File: src/rtl/progExcPkg.sv
package progExcPkg;

  typedef enum logic [2:0] {
    CLS_OTHER   = 3'd0,
    CLS_MTFPS   = 3'd1,
    CLS_MTSTATE = 3'd2,
    CLS_MFSTATE = 3'd3,
    CLS_RETINT  = 3'd4,
    CLS_SPRMOVE = 3'd5,
    CLS_TRAP    = 3'd6,
    CLS_FPARITH = 3'd7
  } instClassE;

  localparam int CAUSE_W    = 3;
  localparam int CAUSE_FPEN = 0;
  localparam int CAUSE_PRIV = 1;
  localparam int CAUSE_TRAP = 2;
  localparam int TRAP_SEL_W = 5;

  typedef struct packed {
    logic fire;     // instruction valid and not pre-empted
    logic fpCheck;  // state-changing instruction: test enabled FP condition
    logic privOp;   // supervisor-only machine-state operation
    logic sprMove;  // special-register move
    logic trapOp;   // trap instruction
    logic fpArith;  // FP arithmetic instruction
  } ctrlStrobeT;

endpackage

File: src/rtl/progExcCtrl.sv
module progExcCtrl
  import progExcPkg::*;
(
  input  logic       instValid,
  input  logic       higherPending,
  input  logic [2:0] instClass,
  output ctrlStrobeT strobes
);

  instClassE cls;

  always_comb begin
    cls = instClassE'(instClass);
    strobes = '0;
    strobes.fire = instValid && !higherPending;
    unique case (cls)
      CLS_MTFPS:   strobes.fpCheck = 1'b1;
      CLS_MTSTATE: begin
        strobes.fpCheck = 1'b1;
        strobes.privOp  = 1'b1;
      end
      CLS_MFSTATE: strobes.privOp = 1'b1;
      CLS_RETINT:  begin
        strobes.fpCheck = 1'b1;
        strobes.privOp  = 1'b1;
      end
      CLS_SPRMOVE: strobes.sprMove = 1'b1;
      CLS_TRAP:    strobes.trapOp  = 1'b1;
      CLS_FPARITH: strobes.fpArith = 1'b1;
      default:     ;
    endcase
  end

endmodule

File: src/rtl/progExcDatapath.sv
module progExcDatapath
  import progExcPkg::*;
#(
  parameter int          XLEN       = 32,
  parameter int          ADDR_W     = 32,
  parameter logic [31:0] VEC_OFFSET = 32'h0000_0700,
  parameter logic [31:0] HIGH_BASE  = 32'hFFF0_0000
) (
  input  logic                  clk,
  input  logic                  rstN,
  input  ctrlStrobeT            strobes,
  input  logic                  sprSuper,
  input  logic                  sprExternal,
  input  logic                  sprValid,
  input  logic [TRAP_SEL_W-1:0] trapCond,
  input  logic [XLEN-1:0]       opA,
  input  logic [XLEN-1:0]       opB,
  input  logic                  msrPr,
  input  logic                  msrFe0,
  input  logic                  msrFe1,
  input  logic                  msrIp,
  input  logic                  fpsFex,
  output logic                  excReq,
  output logic [CAUSE_W-1:0]    causeBits,
  output logic [ADDR_W-1:0]     excVector,
  output logic                  fpAssistReq
);

  localparam logic [ADDR_W-1:0] LOW_VEC  = ADDR_W'(VEC_OFFSET);
  localparam logic [ADDR_W-1:0] HIGH_VEC = ADDR_W'(HIGH_BASE) | ADDR_W'(VEC_OFFSET);

  logic [TRAP_SEL_W-1:0] cmpHit;
  logic                  fpEnabledCond;
  logic                  sprPriv;
  logic [CAUSE_W-1:0]    causeNext;
  logic                  reqNext;
  logic                  assistNext;

  // Comparison bank, ordered to match the select field bit positions
  always_comb begin
    cmpHit[4] = $signed(opA) <  $signed(opB);
    cmpHit[3] = $signed(opA) >  $signed(opB);
    cmpHit[2] = opA == opB;
    cmpHit[1] = opA <  opB;
    cmpHit[0] = opA >  opB;
  end

  always_comb begin
    fpEnabledCond = (msrFe0 | msrFe1) & fpsFex;
    // Invalid internal supervisor registers are left to other handling
    sprPriv = strobes.sprMove & sprSuper & msrPr & (sprExternal | sprValid);
    causeNext = '0;
    causeNext[CAUSE_FPEN] = strobes.fpCheck & fpEnabledCond;
    causeNext[CAUSE_PRIV] = (strobes.privOp & msrPr) | sprPriv;
    causeNext[CAUSE_TRAP] = strobes.trapOp & (|(cmpHit & trapCond));
    if (!strobes.fire) causeNext = '0;
    reqNext    = |causeNext;
    assistNext = strobes.fire & strobes.fpArith & fpEnabledCond;
  end

  always_ff @(posedge clk) begin
    if (!rstN) begin
      excReq      <= 1'b0;
      causeBits   <= '0;
      excVector   <= '0;
      fpAssistReq <= 1'b0;
    end else begin
      excReq      <= reqNext;
      causeBits   <= causeNext;
      excVector   <= reqNext ? (msrIp ? HIGH_VEC : LOW_VEC) : '0;
      fpAssistReq <= assistNext;
    end
  end

endmodule

File: src/rtl/progExcDetect.sv
module progExcDetect
  import progExcPkg::*;
#(
  parameter int XLEN   = 32,
  parameter int ADDR_W = 32
) (
  input  logic              clk,
  input  logic              rstN,
  input  logic              instValid,
  input  logic [2:0]        instClass,
  input  logic              sprSuper,
  input  logic              sprExternal,
  input  logic              sprValid,
  input  logic [4:0]        trapCond,
  input  logic [XLEN-1:0]   opA,
  input  logic [XLEN-1:0]   opB,
  input  logic              msrPr,
  input  logic              msrFe0,
  input  logic              msrFe1,
  input  logic              msrIp,
  input  logic              fpsFex,
  input  logic              higherPending,
  output logic              excReq,
  output logic [2:0]        causeBits,
  output logic [ADDR_W-1:0] excVector,
  output logic              fpAssistReq
);

  ctrlStrobeT strobes;

  progExcCtrl u_ctrl (
    .instValid     (instValid),
    .higherPending (higherPending),
    .instClass     (instClass),
    .strobes       (strobes)
  );

  progExcDatapath #(
    .XLEN   (XLEN),
    .ADDR_W (ADDR_W)
  ) u_dp (
    .clk         (clk),
    .rstN        (rstN),
    .strobes     (strobes),
    .sprSuper    (sprSuper),
    .sprExternal (sprExternal),
    .sprValid    (sprValid),
    .trapCond    (trapCond),
    .opA         (opA),
    .opB         (opB),
    .msrPr       (msrPr),
    .msrFe0      (msrFe0),
    .msrFe1      (msrFe1),
    .msrIp       (msrIp),
    .fpsFex      (fpsFex),
    .excReq      (excReq),
    .causeBits   (causeBits),
    .excVector   (excVector),
    .fpAssistReq (fpAssistReq)
  );

endmodule

File: config.mk
export PLATFORM = sky130hd
export DESIGN_NAME = progExcDetect
export DESIGN_NICKNAME = d
export VERILOG_FILES = /design/src/rtl/progExcPkg.sv /design/src/rtl/progExcCtrl.sv /design/src/rtl/progExcDatapath.sv /design/src/rtl/progExcDetect.sv
export SDC_FILE = /design/constraint.sdc
export NUM_CORES = 1
export LEC_CHECK = 0
export BUFFER_PORTS_ARGS = -buffer_cell sky130_fd_sc_hd__buf_2
export CORE_ASPECT_RATIO = 1.1
export CORE_MARGIN = 1
export CORE_UTILIZATION = 39
export CTS_BUF_LIST = sky130_fd_sc_hd__clkbuf_16
export DETAILED_ROUTE_END_ITERATION = 8
export PLACE_DENSITY = 0.84
export SETUP_SLACK_MARGIN = 0.2
export SLEW_MARGIN = 40
export SYNTH_ARGS = -nofsm -noshare
export SYNTH_HDL_FRONTEND = slang
export SYNTH_HIERARCHICAL = 1
export SYNTH_SLANG_ARGS = --single-unit
File: constraint.sdc
create_clock -name clk -period 2.8 [get_ports clk]
set_input_delay 0.42 -clock clk [delete_from_list [all_inputs] [get_ports clk]]
set_output_delay 0.42 -clock clk [all_outputs]
set_load 0.01 [all_outputs]
==> results.py <==
metrics = {
    "outcome": {
        "status": "complete, no violations",
    },
    "pwr": {
        "power.density_nw_per_um2": 283,
        "ir_worst_vdd_uv": 152,
        "leakage_nw": 1.22,
    },
    "drt": {
        "drt_wl_total_um": 3060,
        "ant_nets": 0,
        "avgRoutedWirePerCell_um": 9.30,
        "drt_iter0_drc": 24,
        "drtPass1Iterations": 4,
        "vias": 1483,
        "viasPerCell": 4.51,
        "drc": 0,
    },
    "cts": {
        "ctsHoldBuffers": 0,
        "cts_tree": "done",
        "clock-sinks": 7,
        "cts_buffer_depth": 2,
        "postCtsSetupRepairBufs": 0,
        "numCtsBuffers": 3,
        "cts.htree.levels": 1,
        "clk_transition_reported_paths_ns": 0.03,
        "post_cts_resized": 0,
        "cts-root-buf": "clkbuf_16",
    },
    "critical_path": {
        "cp-start-kind": "primary input",
        "worstPathArrival_ns": 2.27,
        "critPathMaxStageDelay_ns": 0.36,
        "crit_top_cell": "nor4_2",
        "slowest_stage": "ha_1",
        "critPathMaxFanout": 6,
        "cp_cell_sequence": "buf_2 -> inv_1 -> ha_1 -> nand4_2 -> nor4_2 -> nand4_1 -> nor4_2 -> a21boi_0 -> o31ai_2 -> a31oi_2",
        "setup.worst_path.end_class": "register",
        "crit_type": "primary input to register",
        "cp.required_ns": 2.90,
    },
    "logic_synthesis": {
        "ys_seq_area_share_pct": 9.82,
        "synth_top_cell_area_share_pct": 28.1,
        "synth_top_area_cell": "ha_1",
        "ys.warnings.count": 6,
        "synth_ff_type": "dfxtp_1",
        "synthCells": 188,
        "synth-seq-cells": 7,
        "synth_edf_count": 0,
        "syn_area_um2": 1430,
        "ys_async_sr_fraction_pct": 0,
        "synthTopCellsByArea": "ha_1 (28%), buf_4 (16%), inv_1 (10%)",
        "ys_types": 39,
        "synth.most_common_cell": "inv_1",
        "synth_common_cells": "inv_1 (38), ha_1 (32), buf_4 (30), nand2_1 (12), a21oi_1 (11)",
        "syn_avg_cell_area_um2": 7.59,
    },
    "grt": {
        "antenna_found_initial": 0,
        "grtUsageMet3_pct": 3.35,
        "grt-ovfl-total": 0,
        "grt.busiest_layer": "met2",
        "grt_usage_pct": 16.2,
        "grt_max_degree": 13,
        "grt_pass1_wl_um": 4980,
        "grt_pass1_vias": 1319,
        "met1_usage_pct": 16.9,
        "met2_usage_pct": 31.0,
    },
    "layout": {
        "nets": 398,
        "diodes": 0,
        "drive_gt1_share_pct": 41.6,
        "area_delta_synth_final_pct": 34.3,
        "fill_cells": 344,
        "fin_area_um2": 1920,
    },
    "timing": {
        "finalHoldViolCount": 0,
        "fin_crit_sh_pct": 77.7,
        "period_needed_ns": 2.18,
        "fin_tns_setup_ns": 0,
        "setup_viol": 0,
        "rsz0062_at_grt": "no",
        "fmax_ghz": 0.459,
        "maxSlewViolCount": 0,
    },
    "floorplan": {
        "die_y_um": 65.4,
        "dieWidth_um": 59.7,
        "row_count": 22,
        "die_area_um2": 3900,
        "start_util_pct": 41.8,
        "core_area_um2": 3410,
        "io_pins": 121,
    },
    "worst_hold_path": {
        "hp-class": "primary input to register",
    },
    "place": {
        "gp_congestion": 0.741,
        "dp_hpwl_um": 2850,
        "placed_cell_area_um2": 1840,
        "portBuffers": 103,
    },
    "job": {
        "cap_violations": 0,
    },
}
power by group:
group / switching [W] / internal, W / total, W / leakage [nW]
logic: 0.000101 / 0.000102 / 0.000203 / 1.12
registers: 0.00000148 / 0.000103 / 0.000104 / 0.0567
clock network: 0.0000498 / 0.000185 / 0.000235 / 0.0423
state kept, by name, summed over array words and instances (netlist names):
signal	flops
u_dp/causeBits	3
u_dp/excReq	1
u_dp/excVector	2
u_dp/fpAssistReq	1
logic make-up (layout without fill, tap and decap cells):
kind of cell    after synthesis  count (layout)  share of synthesized area (%)
compound gates               36              36                           18.2
xor+xnor                      1               1                          0.614
fa+ha+maj                    32              32                           28.1
buf+inv                      68             145                           25.8
flops                         7               7                           9.82
mux                           1               1                          0.702
other cells                   1              17                          0.263
simple gates                 42              42                           16.5
critical path: cells and delay by family:
kind | cells | cell delay, ns
AND/OR/NAND/NOR | 4 | 0.98
adder cells (fa/ha/maj) | 1 | 0.36
buffers and inverters | 2 | 0.10
AO/OA/AOI/OAI | 3 | 0.42
area by class of cell:
type	count	area [µm²]	area share [%]
multi-input combinational	129	978	51.1
timing repair buffer	103	515	26.9
inverter	38	143	7.45
sequential	7	140	7.32
clock buffer	3	75.1	3.92
tap	48	60.1	3.14
clock inverter	1	3.75	0.196
through the flow:
step	hold WS, ns	util, %	cells	setup slack (ns)	power, W
after CTS	0.419	56.1	329	0.615	0.000549
final	0.423	56.1	329	0.623	0.000542
after floorplan	0.545	-	204	0.633	0.000247
after global routing	0.440	56.1	329	0.471	0.000588
after detailed placement	0.657	53.8	325	0.377	0.000310
after global placement	0.659	53.8	325	0.439	0.000305
layout by cell type, fill, tap and decap left out, types with 3 or more instances in the layout:
master and count:
conb_1 17, nand3_1 5, clkbuf_16 3, o21ai_0 3
o21a_1 4, inv_1 39, nand4_1 5, nand2_1 12
ha_1 32, buf_2 103, nor2_1 7, dfxtp_1 7
a21oi_1 11
layer usage:
layer / wire length (µm) / part of all wire, % / up-vias
met1: 1200 / 39 / 631
met3: 260 / 8.5 / 0
li1: - / - / 782
met4: 0 / 0 / 0
met5: 0 / 0 / -
met2: 1600 / 52 / 70
worst paths after layout:
kind | endpoint | cells after the start | startpoint
max | u_dp/excVector[30]$_SDFF_PN0_ | 10 | opB[31]
min | u_dp/excVector[30]$_SDFF_PN0_ | 3 | msrIp
(Power assumes the default switching activity.)
